==> config.mk <==
export PLATFORM = sky130hd
export DESIGN_NAME = evt_irq_mux
export DESIGN_NICKNAME = d
export VERILOG_FILES = /design/src/rtl/evt_irq_pkg.sv /design/src/rtl/evt_decode.sv /design/src/rtl/pend_bank.sv /design/src/rtl/irq_route.sv /design/src/rtl/reg_decode.sv /design/src/rtl/evt_irq_mux.sv
export SDC_FILE = /design/constraint.sdc
export NUM_CORES = 1
export LEC_CHECK = 0
export ABC_CLOCK_PERIOD_IN_PS = 4230
export BUFFER_PORTS_ARGS = -buffer_cell sky130_fd_sc_hd__buf_2
export CELL_PAD_IN_SITES_DETAIL_PLACEMENT = 0
export CELL_PAD_IN_SITES_GLOBAL_PLACEMENT = 1
export CORE_ASPECT_RATIO = 0.8
export CORE_MARGIN = 5
export CORE_UTILIZATION = 35
export CTS_CLUSTER_DIAMETER = 80
export DETAILED_ROUTE_END_ITERATION = 10
export GPL_TIMING_DRIVEN = 0
export HOLD_SLACK_MARGIN = 0.03
export PLACE_DENSITY_LB_ADDON = 0.1
export SYNTH_ARGS = -nofsm -noshare
export SYNTH_HDL_FRONTEND = slang
export SYNTH_SLANG_ARGS = --single-unit
==> constraint.sdc <==
create_clock -name clk -period 4.23 [get_ports clk]
set_clock_uncertainty 0.15 [all_clocks]
set_input_delay 0.846 -clock clk [delete_from_list [all_inputs] [get_ports clk]]
set_output_delay 0.846 -clock clk [all_outputs]
set_load 0.02 [all_outputs]
==> src/rtl/evt_irq_pkg.sv <==
package evt_irq_pkg;
  // kind of register selected by the word address
  typedef enum logic [1:0] {
    RK_PEND = 2'd0,
    RK_MASK = 2'd1,
    RK_HOLE = 2'd2
  } reg_kind_e;
endpackage

==> src/rtl/evt_decode.sv <==
// Turns a packed event number into a one-hot bit map per bank.
module evt_decode #(
  parameter int BANKS = 3,
  parameter int BITS  = 32,
  localparam int SELW = $clog2(BANKS),
  localparam int BITW = $clog2(BITS),
  localparam int NUMW = SELW + BITW
) (
  input  logic                        valid,
  input  logic [NUMW-1:0]             num,
  output logic [BANKS-1:0][BITS-1:0]  hit
);
  logic [SELW-1:0] bank_sel;
  logic [BITW-1:0] bit_sel;

  assign bank_sel = num[NUMW-1:BITW];
  assign bit_sel  = num[BITW-1:0];

  for (genvar b = 0; b < BANKS; b++) begin : g_bank
    logic match;
    assign match  = valid && (bank_sel == SELW'(b));
    assign hit[b] = match ? (BITS'(1) << bit_sel) : '0;
  end
endmodule

==> src/rtl/pend_bank.sv <==
// One pending word: hardware set beats every clear, one bit may be guarded
// against software clears.
module pend_bank #(
  parameter int BITS     = 32,
  parameter bit PROT_EN  = 1'b0,
  parameter int PROT_BIT = 0
) (
  input  logic            clk,
  input  logic            rst_n,
  input  logic [BITS-1:0] set_vec,
  input  logic            sw_wr,
  input  logic [BITS-1:0] sw_data,
  input  logic [BITS-1:0] hw_clr,
  output logic [BITS-1:0] pend
);
  localparam logic [BITS-1:0] KEEP = PROT_EN ? (BITS'(1) << PROT_BIT) : '0;

  logic [BITS-1:0] sw_clr;
  logic [BITS-1:0] pend_nxt;

  assign sw_clr   = sw_wr ? (sw_data & ~KEEP) : '0;
  assign pend_nxt = (pend & ~sw_clr & ~hw_clr) | set_vec;

  always_ff @(posedge clk or negedge rst_n) begin
    if (!rst_n) pend <= '0;
    else        pend <= pend_nxt;
  end
endmodule

==> src/rtl/irq_route.sv <==
// Enable words of one interrupt line and the reduction onto that line.
module irq_route #(
  parameter int BANKS = 3,
  parameter int BITS  = 32
) (
  input  logic                       clk,
  input  logic                       rst_n,
  input  logic [BANKS-1:0]           wr_sel,
  input  logic [BITS-1:0]            wdata,
  input  logic [BANKS-1:0][BITS-1:0] pend,
  output logic [BANKS-1:0][BITS-1:0] mask,
  output logic                       irq
);
  logic [BANKS-1:0] bank_hit;

  for (genvar b = 0; b < BANKS; b++) begin : g_bank
    logic [BITS-1:0] en_q;
    always_ff @(posedge clk or negedge rst_n) begin
      if (!rst_n)         en_q <= '0;
      else if (wr_sel[b]) en_q <= wdata;
    end
    assign mask[b]     = en_q;
    assign bank_hit[b] = |(pend[b] & en_q);
  end

  assign irq = |bank_hit;
endmodule

==> src/rtl/reg_decode.sv <==
// Word address decode: pending words first, then the enable words grouped
// by line, each group in bank order.
module reg_decode
  import evt_irq_pkg::*;
#(
  parameter int BANKS  = 3,
  parameter int OUTS   = 3,
  parameter int ADDR_W = 4,
  localparam int SELW  = $clog2(BANKS),
  localparam int OUTW  = $clog2(OUTS)
) (
  input  logic                        wen,
  input  logic [ADDR_W-1:0]           addr,
  output logic [BANKS-1:0]            pend_wr,
  output logic [OUTS-1:0][BANKS-1:0]  mask_wr,
  output reg_kind_e                   kind,
  output logic [SELW-1:0]             rd_bank,
  output logic [OUTW-1:0]             rd_out
);
  always_comb begin
    kind    = RK_HOLE;
    rd_bank = '0;
    rd_out  = '0;
    pend_wr = '0;
    mask_wr = '0;
    for (int b = 0; b < BANKS; b++) begin
      if (addr == ADDR_W'(b)) begin
        kind       = RK_PEND;
        rd_bank    = SELW'(b);
        pend_wr[b] = wen;
      end
    end
    for (int o = 0; o < OUTS; o++) begin
      for (int b = 0; b < BANKS; b++) begin
        if (addr == ADDR_W'(BANKS + o * BANKS + b)) begin
          kind          = RK_MASK;
          rd_bank       = SELW'(b);
          rd_out        = OUTW'(o);
          mask_wr[o][b] = wen;
        end
      end
    end
  end
endmodule

==> src/rtl/evt_irq_mux.sv <==
module evt_irq_mux
  import evt_irq_pkg::*;
#(
  parameter int BANKS     = 3,
  parameter int BITS      = 32,
  parameter int ADDR_W    = 4,
  parameter int PROT_BANK = 1,
  parameter int PROT_BIT  = 0,
  localparam int NUMW     = $clog2(BANKS) + $clog2(BITS)
) (
  input  logic              clk,
  input  logic              rst_n,
  input  logic              evt_valid,
  output logic              evt_ready,
  input  logic [NUMW-1:0]   evt_num,
  input  logic              clr_valid,
  input  logic [NUMW-1:0]   clr_num,
  input  logic              reg_wen,
  input  logic [ADDR_W-1:0] reg_addr,
  input  logic [BITS-1:0]   reg_wdata,
  output logic [BITS-1:0]   reg_rdata,
  output logic              irq_a,
  output logic              irq_b,
  output logic              irq_c
);
  localparam int OUTS = 3;
  localparam int SELW = $clog2(BANKS);
  localparam int OUTW = $clog2(OUTS);

  logic [BANKS-1:0][BITS-1:0]            evt_hit;
  logic [BANKS-1:0][BITS-1:0]            clr_hit;
  logic [BANKS-1:0][BITS-1:0]            pend_q;
  logic [BANKS*BITS-1:0]                 pend_flat;
  logic [OUTS-1:0][BANKS-1:0][BITS-1:0]  mask_all;
  logic [OUTS-1:0]                       irq_vec;
  logic [BANKS-1:0]                      pend_wr;
  logic [OUTS-1:0][BANKS-1:0]            mask_wr;
  reg_kind_e                             kind;
  logic [SELW-1:0]                       rd_bank;
  logic [OUTW-1:0]                       rd_out;

  assign evt_ready = 1'b1;

  evt_decode #(.BANKS(BANKS), .BITS(BITS)) u_evt_dec (
    .valid (evt_valid),
    .num   (evt_num),
    .hit   (evt_hit)
  );

  evt_decode #(.BANKS(BANKS), .BITS(BITS)) u_clr_dec (
    .valid (clr_valid),
    .num   (clr_num),
    .hit   (clr_hit)
  );

  reg_decode #(.BANKS(BANKS), .OUTS(OUTS), .ADDR_W(ADDR_W)) u_rdec (
    .wen     (reg_wen),
    .addr    (reg_addr),
    .pend_wr (pend_wr),
    .mask_wr (mask_wr),
    .kind    (kind),
    .rd_bank (rd_bank),
    .rd_out  (rd_out)
  );

  for (genvar b = 0; b < BANKS; b++) begin : g_pend
    pend_bank #(
      .BITS     (BITS),
      .PROT_EN  (b == PROT_BANK),
      .PROT_BIT (PROT_BIT)
    ) u_bank (
      .clk     (clk),
      .rst_n   (rst_n),
      .set_vec (evt_hit[b]),
      .sw_wr   (pend_wr[b]),
      .sw_data (reg_wdata),
      .hw_clr  (clr_hit[b]),
      .pend    (pend_q[b])
    );
  end

  assign pend_flat = pend_q;

  for (genvar o = 0; o < OUTS; o++) begin : g_line
    irq_route #(.BANKS(BANKS), .BITS(BITS)) u_route (
      .clk    (clk),
      .rst_n  (rst_n),
      .wr_sel (mask_wr[o]),
      .wdata  (reg_wdata),
      .pend   (pend_q),
      .mask   (mask_all[o]),
      .irq    (irq_vec[o])
    );
  end

  assign irq_a = irq_vec[0];
  assign irq_b = irq_vec[1];
  assign irq_c = irq_vec[2];

  always_comb begin
    case (kind)
      RK_PEND: reg_rdata = pend_flat[rd_bank * BITS +: BITS];
      RK_MASK: reg_rdata = mask_all[rd_out][rd_bank];
      default: reg_rdata = '0;
    endcase
  end
endmodule

Yosys cells after proc, flatten, opt, wreduce, memory -nomap -nowiden
Cells that the tools add are included.
{ "totals": {"input_bits": 55, "word_cells": 125, "ff_bits": 384} }
{ "classes": {"n_reduce_logical": 13, "eq_ne": 16, "bitwise_logic": 24, "n_lt_le_gt_ge": 2, "mux": 55, "shift": 3} }
{ "op_table": {"columns": ["cell", "n"], "rows": [
  ["32-bit AND", 15],
  ["32-bit 2-to-1 mux", 10],
  ["96-bit OR reduction", 3],
  ["96-bit binary-select mux with 2-bit select", 1],
  ["32-bit inverter", 6],
  ["96-bit 2-to-1 mux", 1],
  ["32-bit OR", 3],
  ["96-bit by 8-bit indexed part select with 32-bit output", 1],
  ["32-bit binary-select mux with 2-bit select", 1],
  ["32-bit case mux with 2 select lines", 1],
  ["1-bit by 5-bit << shifter with 32-bit output (first input constant)", 2],
  ["2-bit 2-to-1 mux", 25],
  ["4-bit by 3-bit equality test with 1-bit output (second input constant)", 4],
  ["4-bit equality test (second input constant)", 4],
  ["1-bit 2-to-1 mux", 16],
  ["4-bit by 2-bit equality test with 1-bit output (second input constant)", 2],
  ["2-bit by 1-bit equality test with 1-bit output (second input constant)", 3],
  ["1-bit logical AND", 6],
  ["2-bit zero test", 3],
  ["2-bit by 3-bit less-than comparator with 1-bit output (second input constant)", 2],
  ["2-bit equality test (second input constant)", 2],
  ["4-bit by 1-bit equality test with 1-bit output (second input constant)", 1],
  ["4-bit zero test", 1]
]} }

Logic depth before layout (Yosys ltp)
{ "logic_depth": {"word_depth": 15, "ltp_mapped": 8, "ltp_nobuf": 5} }

Hierarchy
From an unflattened synthesis, not the netlist that was laid out.
{ "hier_totals": {"cells_unflattened": 2045, "area_unflattened_um2": 21733.3} }
{ "by_module_without_submodules": {"columns": ["mod", "n_inst", "area_per_inst_um2", "cells_each"], "rows": [
  ["irq_route", 3, 4036.4, 266],
  ["evt_irq_mux", 1, 3345.7, 485],
  ["pend_bank at g_pend[0].u_bank ...", 2, 1355.0, 131],
  ["evt_decode", 2, 1003.5, 166],
  ["pend_bank at g_pend[1].u_bank", 1, 1350.0, 130],
  ["reg_decode", 1, 211.5, 38]
]} }

Worst setup path after synthesis
OpenSTA, ideal clock, no wires.
{ "synth_path": {"kind": "in2out", "startpoint": "in reg_addr[3]", "endpoint": "out reg_rdata[0]", "cell_stages": 8, "n_path_buf": 3, "path_slack_ns": 0.762, "arrival_ns": 2.472, "path_cell_list": "buf_2 > nand2b_1 > o21ai_1 > buf_4 > clkbuf_1 > o221ai_1 > a22o_1 > o21ai_1"} }
{ "synth_between": {"elab_chain_len": 15, "word_cells_on_any_way": 49} }
{ "synth_lines": {"columns": ["element", "line_no", "text"], "rows": [
  ["start, declared", "evt_irq_mux.sv:19", "input logic [ADDR_W-1:0] reg_addr,"],
  ["parallel branches: the longest is 14 deep, another holds 4-bit by 1-bit equality test with 1-bit output", null, null],
  ["32-bit case mux with 2 select lines *", "evt_irq_mux.sv:101", "case (kind)"],
  ["end, declared", "evt_irq_mux.sv:21", "output logic [BITS-1:0] reg_rdata,"]
]} }
Mark *: on every way between the ends. The select of a mux whose other input is x is not followed.

Worst setup path in the final report
{ "layout_path": {"startpoint": "in reg_addr[1]", "endpoint": "out reg_rdata[2]"} }
The elaborated chain is that of the path after synthesis.

==> results by group <==
Logic synthesis
  – Library cells used by synthesis: 50
  – Post-synth ARST share: between 90% and 100%
  – Main combinational cell family by area after synthesis: compound AO/OA/AOI/OAI gates
  – #FFs+latches synth: between 300 and 400
  – Mux contribution to synthesized area: roughly 18%
  – Adder-cell share of the synthesized area: 0%
  – Register area share after synthesis: 47.59%
  – Post-synth EDFFs: 0
  – Warnings, synthesis: 0
  – Top FF cell, synth: dfrtp_1
  – Post-Syn Area: 0.02019 mm²
  – Simple-gate share of the synthesized area: under 10%
  – Mapped Nets: 1828
  – XOR/XNOR Fraction of Synth Area: 0.08676%
  – Syn_area_per_cell: around 11 µm²
  – Mapped Cells: 1773
  – Compound-Gate Fraction of Synth Area: a little under a quarter

STA
  – Count of final setup violators: 1
  – Worst rel slew slack: slightly above 5%
  – Max-slew violations: 0
  – Tcrit/Tclk final: 100.5%
  – Crit path time final: 4.250 ns
  – Setup slack after layout: -0.01958 ns
  – Worst-Margin Slew: roughly 1.4 ns
  – Final Hold Viols: 0
  – Unrepaired setup endpoints after global routing: false
  – Final hold slack: between 0.08 and 0.09 ns
  – FMAX: 235.3 MHz

Pwr
  – Peak VDD IR: 332.7 µV
  – Pwr dens: between 500 and 600 mW/mm²
  – Leak: around 10 nW

Worst setup path
  – R2R depth: 1
  – CP arrival: 3.25 ns
  – Worst Setup Path Type: in2out
  – Worst-path maximum fanout: 10
  – Flop-to-flop setup slack: 2.99 ns
  – Worst R2R Start: g_pend[0].u_bank.pend[7]$_DFF_PN0_
  – Worst path required time: between 3 and 4 ns
  – RR Endpoint: g_pend[0].u_bank.pend[7]$_DFF_PN0_
  – Worst setup SP type: input port
  – Critical path endpoint category: output port

Floorplan
  – Die H: between 200 and 250 µm
  – Rows: 78
  – Initial Util: a little over a third
  – I/O pins: 91
  – Die X-Extent: between 200 and 300 µm
  – Placeable core area: around 0.057 mm²
  – Die Footprint: roughly 0.063 mm²

GRT
  – Antenna violations before repair: 6
  – Vias in the first global route: approximately 18k
  – Overflow after GRT: 0
  – First-pass GRT wire length: ~160 mm
  – Gr usage total: 37.19%
  – Largest net degree at the start of global routing: between 100 and 150

Detailed routing
  – Final antenna-violating net count: 0
  – Initial drt markers: 2957
  – WL met3: about 14 mm
  – Uppermost routed layer: met4
  – DR vias: 18.85k
  – Drc violations: 0
  – Via-per-instance ratio: just under 7
  – TritonRoute pass-1 iters: 6
  – DR WL met2: 47.55 mm
  – Final WL: 119.7 mm
  – Met1 wire length: between 50 and 60 mm
  – WL per Instance: around 44 µm

Finish
  – Register area: between 0.009 and 0.01 mm²
  – Area grow syn2layout: 16.08%
  – Final instance area: between 0.02 and 0.025 mm²
  – Multi-input combinational cell area: 0.009847 mm²
  – Filler Cell Count: approximately 5.5k
  – Final #Nets: roughly 2.0k
  – Proportion of layout cells with a drive suffix above 1: 29.70%

Clock network
  – Hold_buf cts: 0
  – H-tree levels: 2
  – CTS tree: done
  – Clock Tree Root: clkbuf_16
  – CTS clk-pin slew, worst paths: ~0.060 ns
  – CTS Buf Count: 45
  – Clk_lat worst skew: ~0.6 ns
  – Clock buffer depth: 3
  – CTS sink count: 384

Place
  – Placed Area: around 0.022 mm²
  – Placement Setup Slack: -0.6897 ns
  – Routability cong.: 1.070
  – Buffers on Ports: 88
  – DP HPWL: ~93 mm

Worst hold path
  – Hold/Removal Path Class: in2async

Outcome
  – Failing checks: negative setup slack
  – Status: finished, violations left

Job
  – MaxCap Viol Count: 0
[per-layer routing]
layer	vias to the layer above	track usage, %
li1	7275	-
met4	0	14.59
met3	297	12.11
met5	-	0.7541
met1	9987	53.75
met2	1289	51.47
[how the worst max path moves through the flow]
| stage | start | to | slack [ns] | depth (start not counted) |
|---|---|---|---|---|
| after floorplan | reg_addr[3] | reg_rdata[0] | 0.76 | 8 |
| after global placement | rst_n | g_pend[0].u_bank.pend[25]$_DFF_PN0_ | -5.80 | 1 |
| after detailed placement | reg_addr[0] | reg_rdata[18] | -0.69 | 10 |
| after CTS | reg_addr[0] | reg_rdata[18] | -0.08 | 10 |
| after global routing | reg_addr[1] | reg_rdata[2] | 0.0008 | 10 |
| final | reg_addr[1] | reg_rdata[2] | -0.02 | 10 |
[layout by cell type (no fill, tap or decap), types with 22 or more instances in the layout]
| master | synthesis | final |
|---|---|---|
| nand4_1 | 27 | 27 |
| nor2_1 | 128 | 127 |
| a221oi_1 | 22 | 22 |
| a22oi_1 | 197 | 197 |
| clkbuf_16 | 0 | 47 |
| or3_1 | 81 | 81 |
| clkbuf_1 | 93 | 71 |
| o221ai_1 | 50 | 49 |
| mux2_2 | 288 | 288 |
| dfrtp_1 | 384 | 384 |
| mux2i_1 | 36 | 36 |
| a31oi_1 | 26 | 26 |
| a211o_1 | 25 | 25 |
| clkbuf_2 | 0 | 23 |
| o22a_1 | 31 | 31 |
| buf_2 | 61 | 141 |
| a22o_1 | 141 | 141 |
| o21ai_1 | 30 | 29 |
[synth_stat cells, types with 5 or more instances]
master | n | area (µm²)
a211o_1 | 25 | 219.0
a211oi_1 | 7 | 52.55
a21oi_1 | 5 | 25.02
a221oi_1 | 22 | 192.7
a22o_1 | 141 | 1235
a22oi_1 | 197 | 1479
a31o_1 | 7 | 61.31
a31o_2 | 7 | 61.31
a31oi_1 | 26 | 162.7
buf_1 | 5 | 18.77
buf_2 | 61 | 305.3
buf_4 | 6 | 45.04
clkbuf_1 | 93 | 349.1
dfrtp_1 | 384 | 9609
mux2_2 | 288 | 3243
mux2i_1 | 36 | 360.4
nand2_1 | 15 | 56.30
nand2b_1 | 7 | 43.79
nand3_1 | 10 | 50.05
nand3b_1 | 6 | 45.04
nand4_1 | 27 | 168.9
nor2_1 | 128 | 480.5
nor3_1 | 5 | 25.02
nor4_1 | 5 | 31.28
o21ai_0 | 13 | 65.06
o21ai_1 | 30 | 150.1
o221ai_1 | 50 | 437.9
o22a_1 | 31 | 271.5
o22ai_1 | 17 | 106.4
or3_1 | 81 | 506.7
[worst max-delay path, stage by stage]
cell,delay (ns)
buf_2,0.10
buf_2,0.19
buf_2,0.24
a21oi_2,0.29
buf_6,0.24
buf_2,0.38
o221ai_1,0.30
a22o_1,0.27
o21ai_1,0.18
buf_2,0.20
[layout make-up]
| cell class | instances | share of cell area, % |
|---|---|---|
| antenna | 3 | 0.03203 |
| buffer | 168 | 3.582 |
| clock buffer | 62 | 5.728 |
| clock inverter | 20 | 1.265 |
| inverter | 3 | 0.04805 |
| multi-input combinational | 1218 | 42.01 |
| sequential | 384 | 41.00 |
| tap | 760 | 4.057 |
| timing repair buffer | 91 | 2.274 |
[state kept, by name (all words and copies together) (netlist names)]
name,cells
g_line.u_route.g_bank.en_q,288
g_pend.u_bank.pend,96
[cells by family after synthesis]
kind of cell    count (synthesis)
other cells                     1
flops                         384
simple gates                  305
buf+inv                       171
xor+xnor                        2
compound gates                586
mux                           324
[per-stage QoR]
| stage | TNS [ns] | std cells | total power [mW] | util, % |
|---|---|---|---|---|
| global placement | -2220.26 | 2621 | 8.272 | 37.93 |
| finish | -0.01958 | 2709 | 12.85 | 41.19 |
| detailed placement | -13.62 | 2624 | 8.309 | 38.09 |
| floorplan | 0 | 1773 | 6.576 | - |
| CTS | -0.5391 | 2706 | 12.68 | 41.09 |
| global route | 0 | 2706 | 13.11 | 41.18 |
[power breakdown]
| group | switching, mW | total [mW] | internal, mW |
|---|---|---|---|
| Combinational | 1.38 | 2.53 | 1.16 |
| Sequential | 1.53 | 5.94 | 4.41 |
| Clock | 1.73 | 4.38 | 2.65 |
[timing repair]
action,4_1_cts,5_1_grt
buffers inserted,0,0
resized for setup,28,28
setup endpoints to repair,32,29
pin swaps,1,0
(Power assumes the default switching activity.)
